File: src/rtl/sc_bank_pkg.sv
package sc_bank_pkg;

  localparam int ID_W = 5;
  typedef logic [ID_W-1:0] src_id_t;

  typedef enum logic [1:0] {
    WR_SET  = 2'd0,
    WR_CLR  = 2'd1,
    WR_LOAD = 2'd2
  } wr_kind_e;

  // Source id held by field k of register r.
  function automatic src_id_t field_src(int r, int k);
    src_id_t id;
    id = '0;
    case (r)
      0: if (k < 15) id = src_id_t'(k + 1);
      1: case (k)
           0: id = 5'd16;
           1: id = 5'd17;
           2: id = 5'd20;
           default: id = '0;
         endcase
      2: case (k)
           0: id = 5'd1;
           1: id = 5'd2;
           2: id = 5'd17;
           3: id = 5'd21;
           default: id = '0;
         endcase
      3: case (k)
           0: id = 5'd5;
           1: id = 5'd6;
           2: id = 5'd7;
           3: id = 5'd18;
           default: id = '0;
         endcase
      default: id = '0;
    endcase
    return id;
  endfunction

  function automatic logic src_has_vec(src_id_t id);
    return (id >= 5'd1) && (id <= 5'd15);
  endfunction

  // Next member along a group chain; 0 ends the chain.
  function automatic src_id_t src_next(src_id_t id);
    case (id)
      5'd16:   return 5'd3;
      5'd3:    return 5'd4;
      5'd4:    return 5'd5;
      5'd17:   return 5'd8;
      5'd8:    return 5'd9;
      5'd18:   return 5'd19;
      5'd19:   return 5'd12;
      default: return 5'd0;
    endcase
  endfunction

endpackage

File: src/rtl/sc_addr_decode.sv
module sc_addr_decode
  import sc_bank_pkg::*;
#(
  parameter int              NREG       = 4,
  parameter int              ADDR_W     = 32,
  parameter logic [31:0]     BASE       = 32'hA400_0100,
  parameter int              STRIDE     = 8,
  parameter logic [31:0]     ALIAS_MASK = 32'h1FFF_FFFF,
  parameter bit              LAST_SET_ONLY = 1'b1,
  localparam int             IDX_W      = (NREG > 1) ? $clog2(NREG) : 1
) (
  input  logic [ADDR_W-1:0] addr,
  output logic              hit,
  output logic [IDX_W-1:0]  idx,
  output wr_kind_e          kind
);

  localparam logic [ADDR_W-1:0] AMASK = ADDR_W'(ALIAS_MASK);

  logic [NREG-1:0] set_hit;
  logic [NREG-1:0] clr_hit;
  logic [NREG-1:0] set_only;
  logic [ADDR_W-1:0] addr_m;

  assign addr_m = addr & AMASK;

  for (genvar r = 0; r < NREG; r++) begin : g_reg
    localparam logic [ADDR_W-1:0] SET_A = ADDR_W'(BASE) + ADDR_W'(r * STRIDE);
    localparam logic [ADDR_W-1:0] CLR_A = SET_A + ADDR_W'(4);
    localparam bit HAS_CLR = !(LAST_SET_ONLY && (r == NREG - 1));
    assign set_only[r] = !HAS_CLR;
    assign set_hit[r]  = (addr_m == (SET_A & AMASK));
    if (HAS_CLR) begin : g_clr
      assign clr_hit[r] = (addr_m == (CLR_A & AMASK));
    end else begin : g_noclr
      assign clr_hit[r] = 1'b0;
    end
  end

  always_comb begin
    hit  = 1'b0;
    idx  = '0;
    kind = WR_SET;
    for (int r = NREG - 1; r >= 0; r--) begin
      if (set_hit[r] || clr_hit[r]) begin
        hit = 1'b1;
        idx = IDX_W'(r);
        if (clr_hit[r])       kind = WR_CLR;
        else if (set_only[r]) kind = WR_LOAD;
        else                  kind = WR_SET;
      end
    end
  end

endmodule

File: src/rtl/sc_reg_store.sv
module sc_reg_store
  import sc_bank_pkg::*;
#(
  parameter int  NREG    = 4,
  parameter int  NMASK   = 2,
  parameter int  REG_W   = 16,
  parameter int  FIELD_W = 4,
  localparam int IDX_W   = (NREG > 1) ? $clog2(NREG) : 1,
  localparam int NPF     = REG_W / FIELD_W
) (
  input  logic                  clk,
  input  logic                  rst_n,
  input  logic                  wr_go,
  input  logic [IDX_W-1:0]      idx,
  input  wr_kind_e              kind,
  input  logic [REG_W-1:0]      wdata,
  output logic [REG_W-1:0]      rd_val,
  output logic [REG_W-1:0]      chg,
  output logic [REG_W-1:0]      en,
  output logic [NREG*REG_W-1:0] regs_flat
);

  logic [REG_W-1:0] reg_q [NREG];
  logic [REG_W-1:0] reg_d [NREG];
  logic [REG_W-1:0] old_v;
  logic [REG_W-1:0] new_v;
  logic             is_prio;
  logic [REG_W-1:0] m_chg, m_en, p_chg, p_en;

  assign old_v   = reg_q[idx];
  assign rd_val  = old_v;
  assign is_prio = (int'(idx) >= NMASK);

  always_comb begin
    case (kind)
      WR_CLR:  new_v = old_v & ~wdata;
      WR_LOAD: new_v = wdata;
      default: new_v = old_v | wdata;
    endcase
  end

  for (genvar k = 0; k < REG_W; k++) begin : g_fld
    assign m_chg[k] = old_v[REG_W-1-k] ^ new_v[REG_W-1-k];
    assign m_en[k]  = new_v[REG_W-1-k];
    if (k < NPF) begin : g_pf
      assign p_chg[k] = old_v[(NPF-1-k)*FIELD_W +: FIELD_W] !=
                        new_v[(NPF-1-k)*FIELD_W +: FIELD_W];
      assign p_en[k]  = |new_v[(NPF-1-k)*FIELD_W +: FIELD_W];
    end else begin : g_nopf
      assign p_chg[k] = 1'b0;
      assign p_en[k]  = 1'b0;
    end
  end

  assign chg = is_prio ? p_chg : m_chg;
  assign en  = is_prio ? p_en  : m_en;

  always_comb begin
    for (int r = 0; r < NREG; r++) reg_d[r] = reg_q[r];
    if (wr_go) reg_d[idx] = new_v;
  end

  always_ff @(posedge clk or negedge rst_n) begin
    if (!rst_n) begin
      for (int r = 0; r < NREG; r++) reg_q[r] <= '0;
    end else if (wr_go) begin
      for (int r = 0; r < NREG; r++) reg_q[r] <= reg_d[r];
    end
  end

  for (genvar r = 0; r < NREG; r++) begin : g_flat
    assign regs_flat[r*REG_W +: REG_W] = reg_q[r];
  end

endmodule

File: src/rtl/sc_event_walker.sv
module sc_event_walker
  import sc_bank_pkg::*;
#(
  parameter int  NF    = 16,
  parameter int  IDX_W = 2,
  localparam int KW    = (NF > 1) ? $clog2(NF) : 1
) (
  input  logic             clk,
  input  logic             rst_n,
  input  logic             load,
  input  logic [IDX_W-1:0] load_idx,
  input  logic [NF-1:0]    load_chg,
  input  logic [NF-1:0]    load_en,
  output logic             busy,
  output logic             ev_valid,
  output src_id_t          ev_id,
  output logic             ev_enable
);

  logic [NF-1:0]    pend_q, pend_d;
  logic [NF-1:0]    en_q, en_d;
  logic [IDX_W-1:0] idx_q, idx_d;
  logic             chain_q, chain_d;
  src_id_t          cid_q, cid_d;
  logic             cen_q, cen_d;

  logic             pick_valid;
  logic [KW-1:0]    pick_k;
  src_id_t          cur_id, nx_id;
  logic             cur_en, via_grp, hv, drop, active, go_next;

  always_comb begin
    pick_k = '0;
    for (int k = NF - 1; k >= 0; k--) begin
      if (pend_q[k]) pick_k = KW'(k);
    end
  end
  assign pick_valid = |pend_q;

  always_comb begin
    if (chain_q) begin
      cur_id  = cid_q;
      cur_en  = cen_q;
      via_grp = 1'b1;
    end else begin
      cur_id  = field_src(int'(idx_q), int'(pick_k));
      cur_en  = en_q[pick_k];
      via_grp = 1'b0;
    end
  end

  assign active  = chain_q | pick_valid;
  assign hv      = src_has_vec(cur_id);
  assign nx_id   = src_next(cur_id);
  assign drop    = (cur_id == '0) || (!hv && nx_id == '0);
  assign go_next = active && !drop && (via_grp || !hv) && (nx_id != '0);

  assign busy      = active;
  assign ev_valid  = active && !drop && hv;
  assign ev_id     = ev_valid ? cur_id : '0;
  assign ev_enable = ev_valid & cur_en;

  always_comb begin
    pend_d  = pend_q;
    en_d    = en_q;
    idx_d   = idx_q;
    chain_d = go_next;
    cid_d   = go_next ? nx_id : '0;
    cen_d   = go_next ? cur_en : 1'b0;
    if (!chain_q && pick_valid) pend_d[pick_k] = 1'b0;
    if (load) begin
      pend_d = load_chg;
      en_d   = load_en;
      idx_d  = load_idx;
    end
  end

  always_ff @(posedge clk or negedge rst_n) begin
    if (!rst_n) begin
      pend_q  <= '0;
      en_q    <= '0;
      idx_q   <= '0;
      chain_q <= 1'b0;
      cid_q   <= '0;
      cen_q   <= 1'b0;
    end else begin
      pend_q  <= pend_d;
      chain_q <= chain_d;
      cid_q   <= cid_d;
      cen_q   <= cen_d;
      if (load) begin
        en_q  <= en_d;
        idx_q <= idx_d;
      end
    end
  end

endmodule

File: src/rtl/sc_mask_bank.sv
module sc_mask_bank
  import sc_bank_pkg::*;
#(
  parameter int          NMASK      = 2,
  parameter int          NPRIO      = 2,
  parameter int          REG_W      = 16,
  parameter int          FIELD_W    = 4,
  parameter int          ADDR_W     = 32,
  parameter logic [31:0] BASE       = 32'hA400_0100,
  parameter int          STRIDE     = 8,
  parameter logic [31:0] ALIAS_MASK = 32'h1FFF_FFFF,
  localparam int         NREG       = NMASK + NPRIO,
  localparam int         IDX_W      = (NREG > 1) ? $clog2(NREG) : 1
) (
  input  logic              clk,
  input  logic              rst_n,
  input  logic [ADDR_W-1:0] addr,
  input  logic [REG_W-1:0]  wr_data,
  input  logic              wr_en,
  output logic [REG_W-1:0]  rd_data,
  output logic              busy,
  output logic              ev_valid,
  output logic [ID_W-1:0]   ev_id,
  output logic              ev_enable
);

  logic                  hit;
  logic [IDX_W-1:0]      idx;
  wr_kind_e              kind;
  logic                  wr_go;
  logic [REG_W-1:0]      rd_val;
  logic [REG_W-1:0]      chg, en;
  logic [NREG*REG_W-1:0] regs_flat;

  sc_addr_decode #(
    .NREG(NREG), .ADDR_W(ADDR_W), .BASE(BASE), .STRIDE(STRIDE),
    .ALIAS_MASK(ALIAS_MASK), .LAST_SET_ONLY(1'b1)
  ) u_dec (
    .addr(addr), .hit(hit), .idx(idx), .kind(kind)
  );

  assign wr_go = wr_en && hit && !busy;

  sc_reg_store #(
    .NREG(NREG), .NMASK(NMASK), .REG_W(REG_W), .FIELD_W(FIELD_W)
  ) u_store (
    .clk(clk), .rst_n(rst_n), .wr_go(wr_go), .idx(idx), .kind(kind),
    .wdata(wr_data), .rd_val(rd_val), .chg(chg), .en(en),
    .regs_flat(regs_flat)
  );

  assign rd_data = hit ? rd_val : '0;

  sc_event_walker #(
    .NF(REG_W), .IDX_W(IDX_W)
  ) u_walk (
    .clk(clk), .rst_n(rst_n), .load(wr_go), .load_idx(idx),
    .load_chg(chg), .load_en(en), .busy(busy), .ev_valid(ev_valid),
    .ev_id(ev_id), .ev_enable(ev_enable)
  );

endmodule

File: config.mk
export PLATFORM = sky130hd
export DESIGN_NAME = sc_mask_bank
export DESIGN_NICKNAME = d
export VERILOG_FILES = /design/src/rtl/sc_bank_pkg.sv /design/src/rtl/sc_addr_decode.sv /design/src/rtl/sc_reg_store.sv /design/src/rtl/sc_event_walker.sv /design/src/rtl/sc_mask_bank.sv
export SDC_FILE = /design/constraint.sdc
export NUM_CORES = 1
export LEC_CHECK = 0
export BUFFER_PORTS_ARGS = -buffer_cell sky130_fd_sc_hd__buf_4
export CAP_MARGIN = 5
export CORE_MARGIN = 2
export CORE_UTILIZATION = 55
export CTS_CLUSTER_SIZE = 30
export DETAILED_ROUTE_END_ITERATION = 8
export MAX_ROUTING_LAYER = met4
export PLACE_DENSITY_LB_ADDON = 0.08
export SLEW_MARGIN = 5
export SYNTH_ARGS = -nofsm -noshare
export SYNTH_HDL_FRONTEND = slang
export SYNTH_SLANG_ARGS = --single-unit
File: constraint.sdc
create_clock -name clk -period 6.69 [get_ports clk]
set_input_delay 1.338 -clock clk [delete_from_list [all_inputs] [get_ports clk]]
set_output_delay 1.338 -clock clk [all_outputs]
set_load 0.01 [all_outputs]
==> results of run 1 <==
## worst register-to-register path, cell delays in order (launching register included)
cell,delay [ns]
dfrtp_1,0.48
nor4_1,0.69
nand2_1,0.27
nor3_2,0.41
nand3_1,0.16
nor2_1,0.11
buf_4,0.27
inv_1,0.26
nor2_2,0.95
mux2_2,0.44
## per-stage QoR
stage | instance area [sq um] | hold slack, ns | util, % | total power, mW
global placement | 6731 | 0.4620 | 61.82 | 0.7234
detailed placement | 6731 | 0.4706 | 61.82 | 0.7249
CTS | 6935 | 0.4940 | 63.70 | 1.135
floorplan | 6141 | 0.4446 | - | 0.6732
global route | 6935 | 0.5077 | 63.70 | 1.169
finish | 6935 | 0.4900 | 63.70 | 1.129
## power breakdown
group          switching, mW  internal [mW]
clock                  0.228          0.188
combinational         0.0495         0.0283
sequential      0.0000000701          0.634
total                  0.278          0.851
## cells in the final DEF, fill, tap and decap left out, drive strengths merged, types with 5 or more instances in the layout
| cell | n |
|---|---|
| inv | 30 |
| mux2i | 31 |
| a21oi | 7 |
| a22oi | 21 |
| clkbuf | 12 |
| ha | 6 |
| dfrtp | 105 |
| buf | 77 |
| a22o | 18 |
| nand3 | 6 |
| nor4 | 17 |
| a221o | 5 |
| nor2b | 31 |
| a211o | 15 |
| o21ai | 93 |
| nand2 | 121 |
| mux2 | 9 |
| nor2 | 27 |
| o21a | 8 |
| nor3 | 16 |
| or4 | 6 |
| o2bb2ai | 14 |
## state kept, by name, indices dropped and copies added, names as in the netlist
| name | cells |
|---|---|
| u_store.regs_flat | 64 |
| u_walk.en_q | 16 |
| u_walk.pend_q | 16 |
| u_walk.cid_q | 5 |
| u_walk.idx_q | 2 |
| u_walk.cen_q | 1 |
| u_walk.chain_q | 1 |
## final cells by class
type / instances / share of cell area, %
clock buffers: 12 / 2.093
multi-input cells: 508 / 46.80
inverters: 28 / 1.515
well taps: 140 / 2.526
repair buffers: 77 / 8.335
flip-flops and latches: 105 / 37.89
clock inverters: 4 / 0.8479
## worst min-delay path by stage
stage,from,end,depth (start not counted)
global route,u_store.regs_flat[2]$_DFFE_PN0P_,u_store.regs_flat[2]$_DFFE_PN0P_,2
finish,u_store.regs_flat[46]$_DFFE_PN0P_,u_store.regs_flat[46]$_DFFE_PN0P_,2
CTS,u_store.regs_flat[13]$_DFFE_PN0P_,u_store.regs_flat[13]$_DFFE_PN0P_,2
detailed placement,u_store.regs_flat[51]$_DFFE_PN0P_,u_store.regs_flat[51]$_DFFE_PN0P_,2
global placement,u_store.regs_flat[44]$_DFFE_PN0P_,u_store.regs_flat[44]$_DFFE_PN0P_,2
floorplan,u_walk.en_q[4]$_DFFE_PN0P_,u_walk.en_q[4]$_DFFE_PN0P_,2
## routing by layer
metal  routed length, um  part of all wire [%]
met3                1436                   8.2
met1                7608                    44
met5                   0                     0
met4                 373                   2.1
met2                8009                    46
## cell families (layout without fill, tap and decap cells)
family | after synthesis | count (layout)
multiplexers | 42 | 42
XOR/XNOR | 2 | 2
other | 1 | 1
AND/OR/NAND/NOR | 246 | 246
flip-flops | 105 | 105
AO/OA/AOI/OAI | 211 | 211
buffers and inverters | 68 | 121
adder cells (fa/ha/maj) | 6 | 6
==> key figures, run 1 <==
Status
  – Run status: completed

Finish
  – Antenna Cells: 0
  – # nets final: 786
  – Area grow syn2layout: 12.94%
  – Register area: 2628 sq um
  – FILL cells: 969
  – Share of cells above drive strength 1: 16.76%
  – Non-Filler Instances: 874
  – Multi-input logic area: 3246 sq um

STA
  – Tcrit/Tclk final: 81.64%
  – Tmin final: 5.462 ns
  – Final Setup Violations: 0
  – Slew HR: 22.43%
  – Fmax: 0.1831 GHz
  – Final hold violation count: 0
  – Final Skew: 0.01483 ns
  – Slew at the pin with the worst max-slew slack: 1.162 ns
  – Unrepaired setup endpoints after global routing: no
  – Final worst slack: 1.228 ns
  – Pins Over Slew Limit: 0
  – Setup_tns: 0 ns

Critical path
  – Slowest-stage cell, CP: dfrtp_1
  – Reg2reg setup slack: 2.55 ns
  – CP Cell Sequence: nor4_1 > o31ai_1 > a21oi_2 > inv_1 > ha_1 > nor2b_1 > o31a_1 > a31oi_1 > nor3_1 > a221o_1 > nor3_1 > nor4_1 > buf_4
  – Worst path bufs/invs: 2
  – R2R Path End: u_store.regs_flat[31]$_DFFE_PN0P_
  – Crit path kind: reg2out
  – Required time of the critical path: 5.35 ns
  – Critical Path Start Type: register
  – CP startpoint: u_walk.pend_q[7]$_DFFE_PN0P_
  – Crit Reg-Reg Startpoint: u_walk.pend_q[0]$_DFFE_PN0P_
  – Critical Path Stages: 13
  – WP data arrival: 4.12 ns
  – End point of the critical path: ev_enable
  – CP Capture Type: output pin
  – Largest stage delay on the critical path: 0.51 ns
  – CP top delay family: compound AO/OA/AOI/OAI gates
  – Worst reg-to-reg path cell count: 9
  – Maximum fanout along the worst path: 9

Clock tree
  – CTS tree: built
  – Setup Buffers After CTS: 0
  – CTS Buf Count: 9
  – Post_cts resized: 0
  – Skew-Pair Late Insertion Delay: 0.39 ns
  – Root buffer cell: clkbuf_8
  – Clock transition at the registers of the reported paths: 0.10 ns
  – Hold buffers post-CTS: 0
  – Htree depth: 3
  – Max Buffers Root-to-Sink: 2
  – CTS Sinks: 105

Drt
  – Remaining antenna violation count: 0
  – Detailed Route Iter0 Violations: 548
  – # DRC: 0
  – Vias: 5,533
  – Via-to-Cell Ratio: 6.331
  – DR pass1 iterations: 5
  – Post-Route WL: 17,430 um
  – Wire length per cell: 19.94 um

Logic synthesis
  – Sequential fraction of the synthesis area: 42.79%
  – Yosys Warn Count: 0
  – XOR/XNOR Fraction of Synth Area: 0.2852%
  – Top cells by count, synth: 121 x nand2_1, 105 x dfrtp_1, 82 x o21ai_0
  – Adder-Cell Fraction of Synth Area: 1.222%
  – Cell accounting for the most synthesized area: dfrtp_1
  – Synth Area in Compound Gates: 23.88%
  – Cell variety after synth: 66
  – Synth Cell Area: 6141 sq um
  – Gate Count Post-Synth: 681
  – Avg Cell Area, Syn: 9.017 sq um
  – Number of synthesized register bits: 105
  – Largest family of logic cells by synthesized area: compound AO/OA/AOI/OAI gates
  – Mux contribution to synthesized area: 7.437%
  – Synth top area share: 42.79%
  – Ys async rst share: 100.0%
  – Main synth FF type: dfrtp_1
  – Simple-Gate Fraction of Synth Area: 19.97%
  – Most common cell in the netlist: nand2_1
  – Synth Net Count: 738
  – Post-synth EDFFs: 0
  – Synth top area cells: dfrtp_1 43%, nand2_1 7.4%, o21ai_0 6.7%

Die
  – Core area: 10,890 sq um
  – DIE HEIGHT: 109.7 um
  – I/O Pins: 75
  – Chip width: 109.7 um
  – Die area: 12,030 sq um
  – Initial Util: 56.40%
  – # rows: 38

Placed design
  – # port buffers: 70
  – Post-DP HPWL: 12,430 um
  – Placed cells: 858
  – GPL Wtd Cong: 0.9398
  – Post-place setup slack: 1.554 ns

Pwr
  – Pleak: 3.094 nW
  – Peak supply drop: 0.0001202 V
  – Pwr/cell area: 162.7 nW/um^2

GRT
  – Met3 Resource Use GR: 5.809%
  – Pin count of the biggest net entering global routing: 56
  – Total GRT Usage: 31.41%
  – GR Util met1: 43.50%
  – Antenna violations before repair: 0
  – First-pass GRT wire length: 27,630 um
  – Number of global-route vias before repair: 5,305
  – Routing usage on met2: 46.78%
  – Congestion Overflow GR: 0
  – GR peak layer: met2

Min path
  – HP Class: reg2reg

Flow run
  – Max-cap violations: 0
Note: power is estimated with default switching activity, not from simulation.
==> inputs of run 2 (changes only) <==
--- a/config.mk
+++ b/config.mk
@@ -5,6 +5,7 @@
 export SDC_FILE = /design/constraint.sdc
 export NUM_CORES = 1
 export LEC_CHECK = 0
+export ABC_AREA = 1
 export BUFFER_PORTS_ARGS = -buffer_cell sky130_fd_sc_hd__buf_4
 export CAP_MARGIN = 5
 export CORE_MARGIN = 2
==> constraint.sdc (replaced) <==
create_clock -name clk -period 5.27 [get_ports clk]
set_input_delay 1.054 -clock clk [delete_from_list [all_inputs] [get_ports clk]]
set_output_delay 1.054 -clock clk [all_outputs]
set_load 0.01 [all_outputs]
==> run 2 against run 1 <==
Core utilization up 0.12 points. Count of clock-buffer cells in the layout down 1. Flip-flop and latch count stayed put. Register-to-register slack got worse by 0.67 ns. Sequential share of layout area down 5.1 points. Via count up 21%. Clock power is 82% higher.
==> key figures, run 2 <==
Drt
  – Vias: 6,687 (was 5,533)
  – Remaining antenna violation count: 0 (unchanged)
  – Via-to-Cell Ratio: 5.508 (was 6.331)
  – DR pass1 iterations: 6 (was 5)
  – Detailed Route Iter0 Violations: 501 (was 548)
  – Post-Route WL: 18,910 um (was 17,430 um)
  – # DRC: 0 (unchanged)
  – Wire length per cell: 15.58 um (was 19.94 um)

Logic synthesis
  – Post-synth EDFFs: 0 (unchanged)
  – Synth top area share: 37.39% (was 42.79%)
  – Top cells by count, synth: 308 x nand2_1, 106 x inv_1, 105 x dfrtp_1 (was 121 x nand2_1, 105 x dfrtp_1, 82 x o21ai_0)
  – Avg Cell Area, Syn: 7.164 sq um (was 9.017 sq um)
  – Number of synthesized register bits: 105 (unchanged)
  – Sequential fraction of the synthesis area: 37.39% (was 42.79%)
  – Cell accounting for the most synthesized area: dfrtp_1 (unchanged)
  – Most common cell in the netlist: nand2_1 (unchanged)
  – Synth top area cells: dfrtp_1 37%, nand2_1 16%, inv_1 5.7% (was dfrtp_1 43%, nand2_1 7.4%, o21ai_0 6.7%)
  – Main synth FF type: dfrtp_1 (unchanged)
  – Synth Net Count: 1,038 (was 738)
  – Ys async rst share: 100.0% (unchanged)
  – Yosys Warn Count: 0 (unchanged)
  – Gate Count Post-Synth: 981 (was 681)
  – Cell variety after synth: 50 (was 66)
  – Synth Cell Area: 7028 sq um (was 6141 sq um)

Clock tree
  – CTS Buf Count: 9 (unchanged)
  – Hold buffers post-CTS: 0 (unchanged)
  – Max Buffers Root-to-Sink: 2 (unchanged)
  – CTS tree: built (unchanged)
  – Clock transition at the registers of the reported paths: 0.07 ns (was 0.10 ns)
  – CTS Sinks: 105 (unchanged)
  – Setup Buffers After CTS: 0 (unchanged)
  – Skew-Pair Late Insertion Delay: 0.36 ns (was 0.39 ns)
  – Root buffer cell: clkbuf_16 (was clkbuf_8)
  – Htree depth: 3 (unchanged)

Critical path
  – Worst reg-to-reg path cell count: 30 (was 9)
  – Most used cell, CP: nand2_1
  – WP data arrival: 3.65 ns (was 4.12 ns)
  – CP Capture Type: output pin (unchanged)
  – Largest stage delay on the critical path: 0.42 ns (was 0.51 ns)
  – Required time of the critical path: 4.22 ns (was 5.35 ns)
  – Critical Path Start Type: register (unchanged)
  – Maximum fanout along the worst path: 16 (was 9)
  – Slowest-stage cell, CP: dfrtp_1 (unchanged)
  – Crit path kind: reg2out (unchanged)

STA
  – Slew at the pin with the worst max-slew slack: 0.9350 ns (was 1.162 ns)
  – Final hold violation count: 0 (unchanged)
  – Final Setup Violations: 0 (unchanged)
  – Fmax: 0.2125 GHz
  – Final Skew: 0.005418 ns (was 0.01483 ns)
  – Tmin final: 4.706 ns
  – Unrepaired setup endpoints after global routing: no (unchanged)
  – Tcrit/Tclk final: 89.30%
  – Pins Over Slew Limit: 0 (unchanged)
  – Setup_tns: 0 ns (unchanged)
  – Slew HR: 37.49% (was 22.43%)

Finish
  – Most common cell after layout, fill and taps aside: nand2_1 (unchanged)
  – Share of cells above drive strength 1: 17.18% (was 16.76%)
  – Area grow syn2layout: 14.14% (was 12.94%)
  – Max reg flops: 64 (unchanged)
  – Design area: 8021 sq um (was 6935 sq um)
  – Non-Filler Instances: 1,214 (was 874)
  – Antenna Cells: 0 (unchanged)
  – # nets final: 1,094 (was 786)
  – Most frequent cells in the layout: 307 x nand2_1, 106 x inv_1, 105 x dfrtp_1 (was 121 x nand2_1, 105 x dfrtp_1, 82 x o21ai_0)

Min path
  – Hold depth: 2 (unchanged)
  – HP Class: reg2reg (unchanged)

Die
  – Initial Util: 55.92% (was 56.40%)
  – Die area: 13,700 sq um (was 12,030 sq um)
  – Core area: 12,570 sq um (was 10,890 sq um)
  – I/O Pins: 75 (unchanged)
  – # rows: 41 (was 38)
  – Chip width: 117.0 um (was 109.7 um)
  – DIE HEIGHT: 117.0 um (was 109.7 um)

Placed design
  – Post-DP HPWL: 13,590 um (was 12,430 um)
  – GPL Wtd Cong: 0.9261 (was 0.9398)
  – Placed cells: 1,198 (was 858)
  – # port buffers: 70 (unchanged)
  – DP Area: 7676 sq um (was 6731 sq um)

GRT
  – First-pass GRT wire length: 30,830 um (was 27,630 um)
  – Antenna violations before repair: 0 (unchanged)
  – Number of global-route vias before repair: 6,220 (was 5,305)
  – Pin count of the biggest net entering global routing: 66 (was 56)
  – Congestion Overflow GR: 0 (unchanged)
  – Total GRT Usage: 30.15% (was 31.41%)

Status
  – Run status: completed (unchanged)

Pwr
  – Peak supply drop: 0.0001783 V (was 0.0001202 V)
  – Pwr/cell area: 207.5 nW/um^2 (was 162.7 nW/um^2)
  – Pleak: 3.962 nW (was 3.094 nW)

Flow run
  – Max-cap violations: 0 (unchanged)
## run 2: final cells by class
cell class / instances / area (sq um)
Clock buffer: 11 / 252.7
Clock inverter: 5 / 85.08
Fill cell: 1197 / 4547
Inverter: 126 / 476.7
Multi-Input combinational cell: 717 / 3779
Sequential cell: 105 / 2628
Tap cell: 172 / 215.2
Timing Repair Buffer: 78 / 585.6
## run 2: path summary, 6_finish.rpt
| check | endpoint | slack (ns) | startpoint |
|---|---|---|---|
| max in group asynchronous | u_store.regs_flat[22]$_DFFE_PN0P_ | 3.41 | rst_n |
| min in group asynchronous | u_store.regs_flat[61]$_DFFE_PN0P_ | 0.79 | rst_n |
| max | ev_id[1] | 0.56 | u_walk.pend_q[15]$_DFFE_PN0P_ |
| min reg2reg | u_store.regs_flat[6]$_DFFE_PN0P_ | 0.49 | u_store.regs_flat[6]$_DFFE_PN0P_ |
| min | u_store.regs_flat[6]$_DFFE_PN0P_ | 0.49 | u_store.regs_flat[6]$_DFFE_PN0P_ |
| max reg2reg | u_walk.cid_q[3]$_DFF_PN0_ | 1.88 | u_walk.pend_q[15]$_DFFE_PN0P_ |
## run 2: per-layer routing
metal  vias up  global-route usage [%]  part of all wire (%)
met4         0                   11.84                   3.0
met5         -                       -                     0
li1       3321                       -                     -
met1      3109                   40.66                    45
met2       212                   46.55                    46
met3        45                   3.965                   5.6
## run 2: per-stage QoR
stage	power, mW	util (%)	hold WS, ns	setup slack (ns)
CTS	1.669	63.76	0.4912	0.2816
global route	1.707	63.82	0.5035	0.09382
floorplan	0.8541	-	0.4492	1.392
detailed placement	0.9200	61.08	0.4712	0.6829
global placement	0.9195	61.08	0.4656	0.7076
finish	1.664	63.82	0.4873	0.5637
## run 2: cells by family after synthesis
family          Yosys count  share of synthesized area (%)
fa+ha+maj                 6                          1.068
flops                   105                          37.39
compound gates          197                          18.30
xor+xnor                  1                         0.1246
buf+inv                 159                          8.955
mux                       1                         0.1424
simple gates            511                          33.97
other cells               1                        0.05336
## run 2: repair_timing
action | CTS | global route
setup endpoints to repair | 0 | 5
gates resized for setup | 0 | 2
endpoints found under the hold margin | 0 | 0
## run 2: where the power goes
group / internal [mW] / switching, mW
combinational: 0.0382 / 0.0606
clock: 0.446 / 0.314
sequential: 0.805 / 0.000000100
total: 1.29 / 0.375
## run 2: worst max-delay path: cells and delay by family (launching register included)
kind | cells | cell delay (ns)
AND/OR/NAND/NOR | 23 | 1.64
buffers and inverters | 4 | 0.48
flip-flops | 1 | 0.42
multiplexers | 1 | 0.21
adder cells (fa/ha/maj) | 1 | 0.31
AO/OA/AOI/OAI | 1 | 0.24
==> inputs of run 3 (changes only) <==
==> constraint.sdc (replaced) <==
create_clock -name clk -period 5.27 [get_ports clk]
set_input_delay 0 -clock clk [delete_from_list [all_inputs] [get_ports clk]]
set_output_delay 0 -clock clk [all_outputs]
set_load 0.01 [all_outputs]
==> run 3 against run 2 <==
Flip-flop and latch count did not move. Final cell count is 0.25% lower. Clock power fell by 14%. Maximum frequency rose by 15%. Wire length grew 0.90%. Critical endpoint unchanged. Largest cell class unchanged. Largest power group unchanged.
==> key figures, run 3 (same netlist as run 2, synthesis figures left out) <==
STA
  – Slew HR: 21.68% (was 37.49%)
  – Final hold violation count: 0 (unchanged)
  – Final Setup Violations: 0 (unchanged)
  – Tmin final: 4.099 ns (was 4.706 ns)
  – Tcrit/Tclk final: 77.77% (was 89.30%)
  – Setup_tns: 0 ns (unchanged)
  – Slew at the pin with the worst max-slew slack: 1.172 ns (was 0.9350 ns)
  – Final Skew: 0.01172 ns (was 0.005418 ns)
  – Unrepaired setup endpoints after global routing: no (unchanged)
  – Fmax: 0.2440 GHz (was 0.2125 GHz)
  – Pins Over Slew Limit: 0 (unchanged)

GRT
  – Congestion Overflow GR: 0 (unchanged)
  – Antenna violations before repair: 0 (unchanged)
  – Number of global-route vias before repair: 5,995 (was 6,220)
  – Pin count of the biggest net entering global routing: 67 (was 66)
  – First-pass GRT wire length: 30,900 um (was 30,830 um)
  – Total GRT Usage: 30.28% (was 30.15%)

Clock tree
  – CTS tree: built (unchanged)
  – Htree depth: 3 (unchanged)
  – Root buffer cell: clkbuf_16 (unchanged)
  – Skew-Pair Late Insertion Delay: 0.36 ns (about the same)
  – Post_cts resized: 0 (unchanged)
  – Max Buffers Root-to-Sink: 2 (unchanged)
  – CTS Buf Count: 9 (unchanged)
  – Clock transition at the registers of the reported paths: 0.07 ns (about the same)
  – Setup Buffers After CTS: 0 (unchanged)
  – CTS Sinks: 105 (unchanged)

Drt
  – Detailed Route Iter0 Violations: 622 (was 501)
  – Remaining antenna violation count: 0 (unchanged)
  – DR pass1 iterations: 6 (unchanged)
  – Vias: 6,627 (was 6,687)
  – Wire length per cell: 15.76 um (was 15.58 um)
  – Via-to-Cell Ratio: 5.472 (was 5.508)
  – Post-Route WL: 19,080 um (was 18,910 um)
  – # DRC: 0 (unchanged)

Die
  – # rows: 41 (unchanged)
  – Core area: 12,570 sq um (unchanged)
  – Chip width: 117.0 um (unchanged)
  – I/O Pins: 75 (unchanged)
  – Initial Util: 55.92% (unchanged)
  – Die area: 13,700 sq um (unchanged)
  – DIE HEIGHT: 117.0 um (unchanged)

Pwr
  – Pleak: 3.928 nW (was 3.962 nW)
  – Peak supply drop: 0.0001498 V (was 0.0001783 V)
  – Pwr/cell area: 196.7 nW/um^2 (was 207.5 nW/um^2)
  – Total power: 1.561 mW (was 1.664 mW)

Critical path
  – CP Capture Type: output pin (unchanged)
  – Largest stage delay on the critical path: 0.42 ns (about the same)
  – Slowest-stage cell, CP: dfrtp_1 (unchanged)
  – Maximum fanout along the worst path: 16 (unchanged)
  – WP data arrival: 4.10 ns (was 3.65 ns)
  – Required time of the critical path: 5.27 ns (was 4.22 ns)
  – Critical Path Start Type: register (unchanged)
  – Most used cell, CP: nand2_1 (unchanged)
  – Crit path kind: reg2out (unchanged)

Placed design
  – # port buffers: 70 (unchanged)
  – Placed cells: 1,194 (was 1,198)
  – GPL Wtd Cong: 0.9267 (was 0.9261)
  – Post-DP HPWL: 13,350 um (was 13,590 um)

Finish
  – Multi-input logic area: 3771 sq um (was 3779 sq um)
  – Area grow syn2layout: 12.98% (was 14.14%)
  – Non-Filler Instances: 1,211 (was 1,214)
  – # nets final: 1,091 (was 1,094)
  – Most common cell after layout, fill and taps aside: nand2_1 (unchanged)
  – FILL cells: 1,206 (was 1,197)
  – Register area: 2628 sq um (unchanged)
  – Most frequent cells in the layout: 308 x nand2_1, 106 x inv_1, 105 x dfrtp_1 (was 307 x nand2_1, 106 x inv_1, 105 x dfrtp_1)
  – Max reg flops: 64 (unchanged)
  – Layout Utilization: 63.18% (was 63.82%)
  – Share of cells above drive strength 1: 16.65% (was 17.18%)
  – Antenna Cells: 0 (unchanged)

Flow run
  – Max-cap violations: 0 (unchanged)

Min path
  – HP Class: in2reg (was reg2reg)

Status
  – Run status: completed (unchanged)
## run 3: power breakdown
group	total, mW	leakage, nW	switching, mW	internal (mW)
registers	0.805	1.45	0.0000000948	0.805
logic	0.0989	2.34	0.0602	0.0387
clock network	0.657	0.143	0.310	0.347
total	1.56	3.93	0.370	1.19
## run 3: worst paths after layout
| path | from | endpoint | slack, ns | depth (start not counted) |
|---|---|---|---|---|
| min in group asynchronous | rst_n | u_store.regs_flat[60]$_DFFE_PN0P_ | 0.16 | 2 |
| setup / recovery | u_walk.pend_q[15]$_DFFE_PN0P_ | ev_id[1] | 1.17 | 30 |
| setup reg to reg | u_walk.pend_q[15]$_DFFE_PN0P_ | u_walk.chain_q$_DFF_PN0_ | 1.44 | 29 |
| max in group asynchronous | rst_n | u_store.regs_flat[25]$_DFFE_PN0P_ | 3.86 | 3 |
| hold reg to reg | u_store.regs_flat[25]$_DFFE_PN0P_ | u_store.regs_flat[25]$_DFFE_PN0P_ | 0.49 | 2 |
| hold / removal | wr_data[15] | u_store.regs_flat[63]$_DFFE_PN0P_ | 0.008 | 3 |
## run 3: cell type report
cell class	instances	share of cell area, %
clock buffer	12	3.230
multi-input combinational	717	47.49
sequential	105	33.09
timing repair buffer	75	7.123
inverter	126	6.004
clock inverter	4	0.3467
tap	172	2.710
## run 3: layer usage
| metal | GRT usage, % | vias up | part of all wire, % |
|---|---|---|---|
| li1 | - | 3316 | - |
| met1 | 40.66 | 3117 | 46 |
| met2 | 49.36 | 180 | 48 |
| met3 | 3.811 | 14 | 4.8 |
| met4 | 7.137 | 0 | 1.1 |
| met5 | - | - | 0 |
## run 3: metrics by stage
step / hold WS [ns] / instance area (sq um) / setup slack, ns
finish: 0.008181 / 7940 / 1.171
global route: 0.003533 / 7940 / 0.6215
CTS: 0.005318 / 7940 / 1.236
detailed placement: 0.003845 / 7646 / 1.520
global placement: 0.009359 / 7646 / 1.599
floorplan: -0.2956 / 7028 / 2.283
## run 3: critical path: cells and delay by family, from the launching register on
| kind | cells | cell delay, ns |
|---|---|---|
| flip-flops | 1 | 0.42 |
| buffers and inverters | 4 | 0.59 |
| AND/OR/NAND/NOR | 23 | 1.92 |
| multiplexers | 1 | 0.23 |
| adder cells (fa/ha/maj) | 1 | 0.35 |
| AO/OA/AOI/OAI | 1 | 0.25 |
## run 3: repair_timing
item	CTS	global route
endpoints found under the hold margin	39	0
endpoints found under the setup margin	0	0
hold buffers	1	0
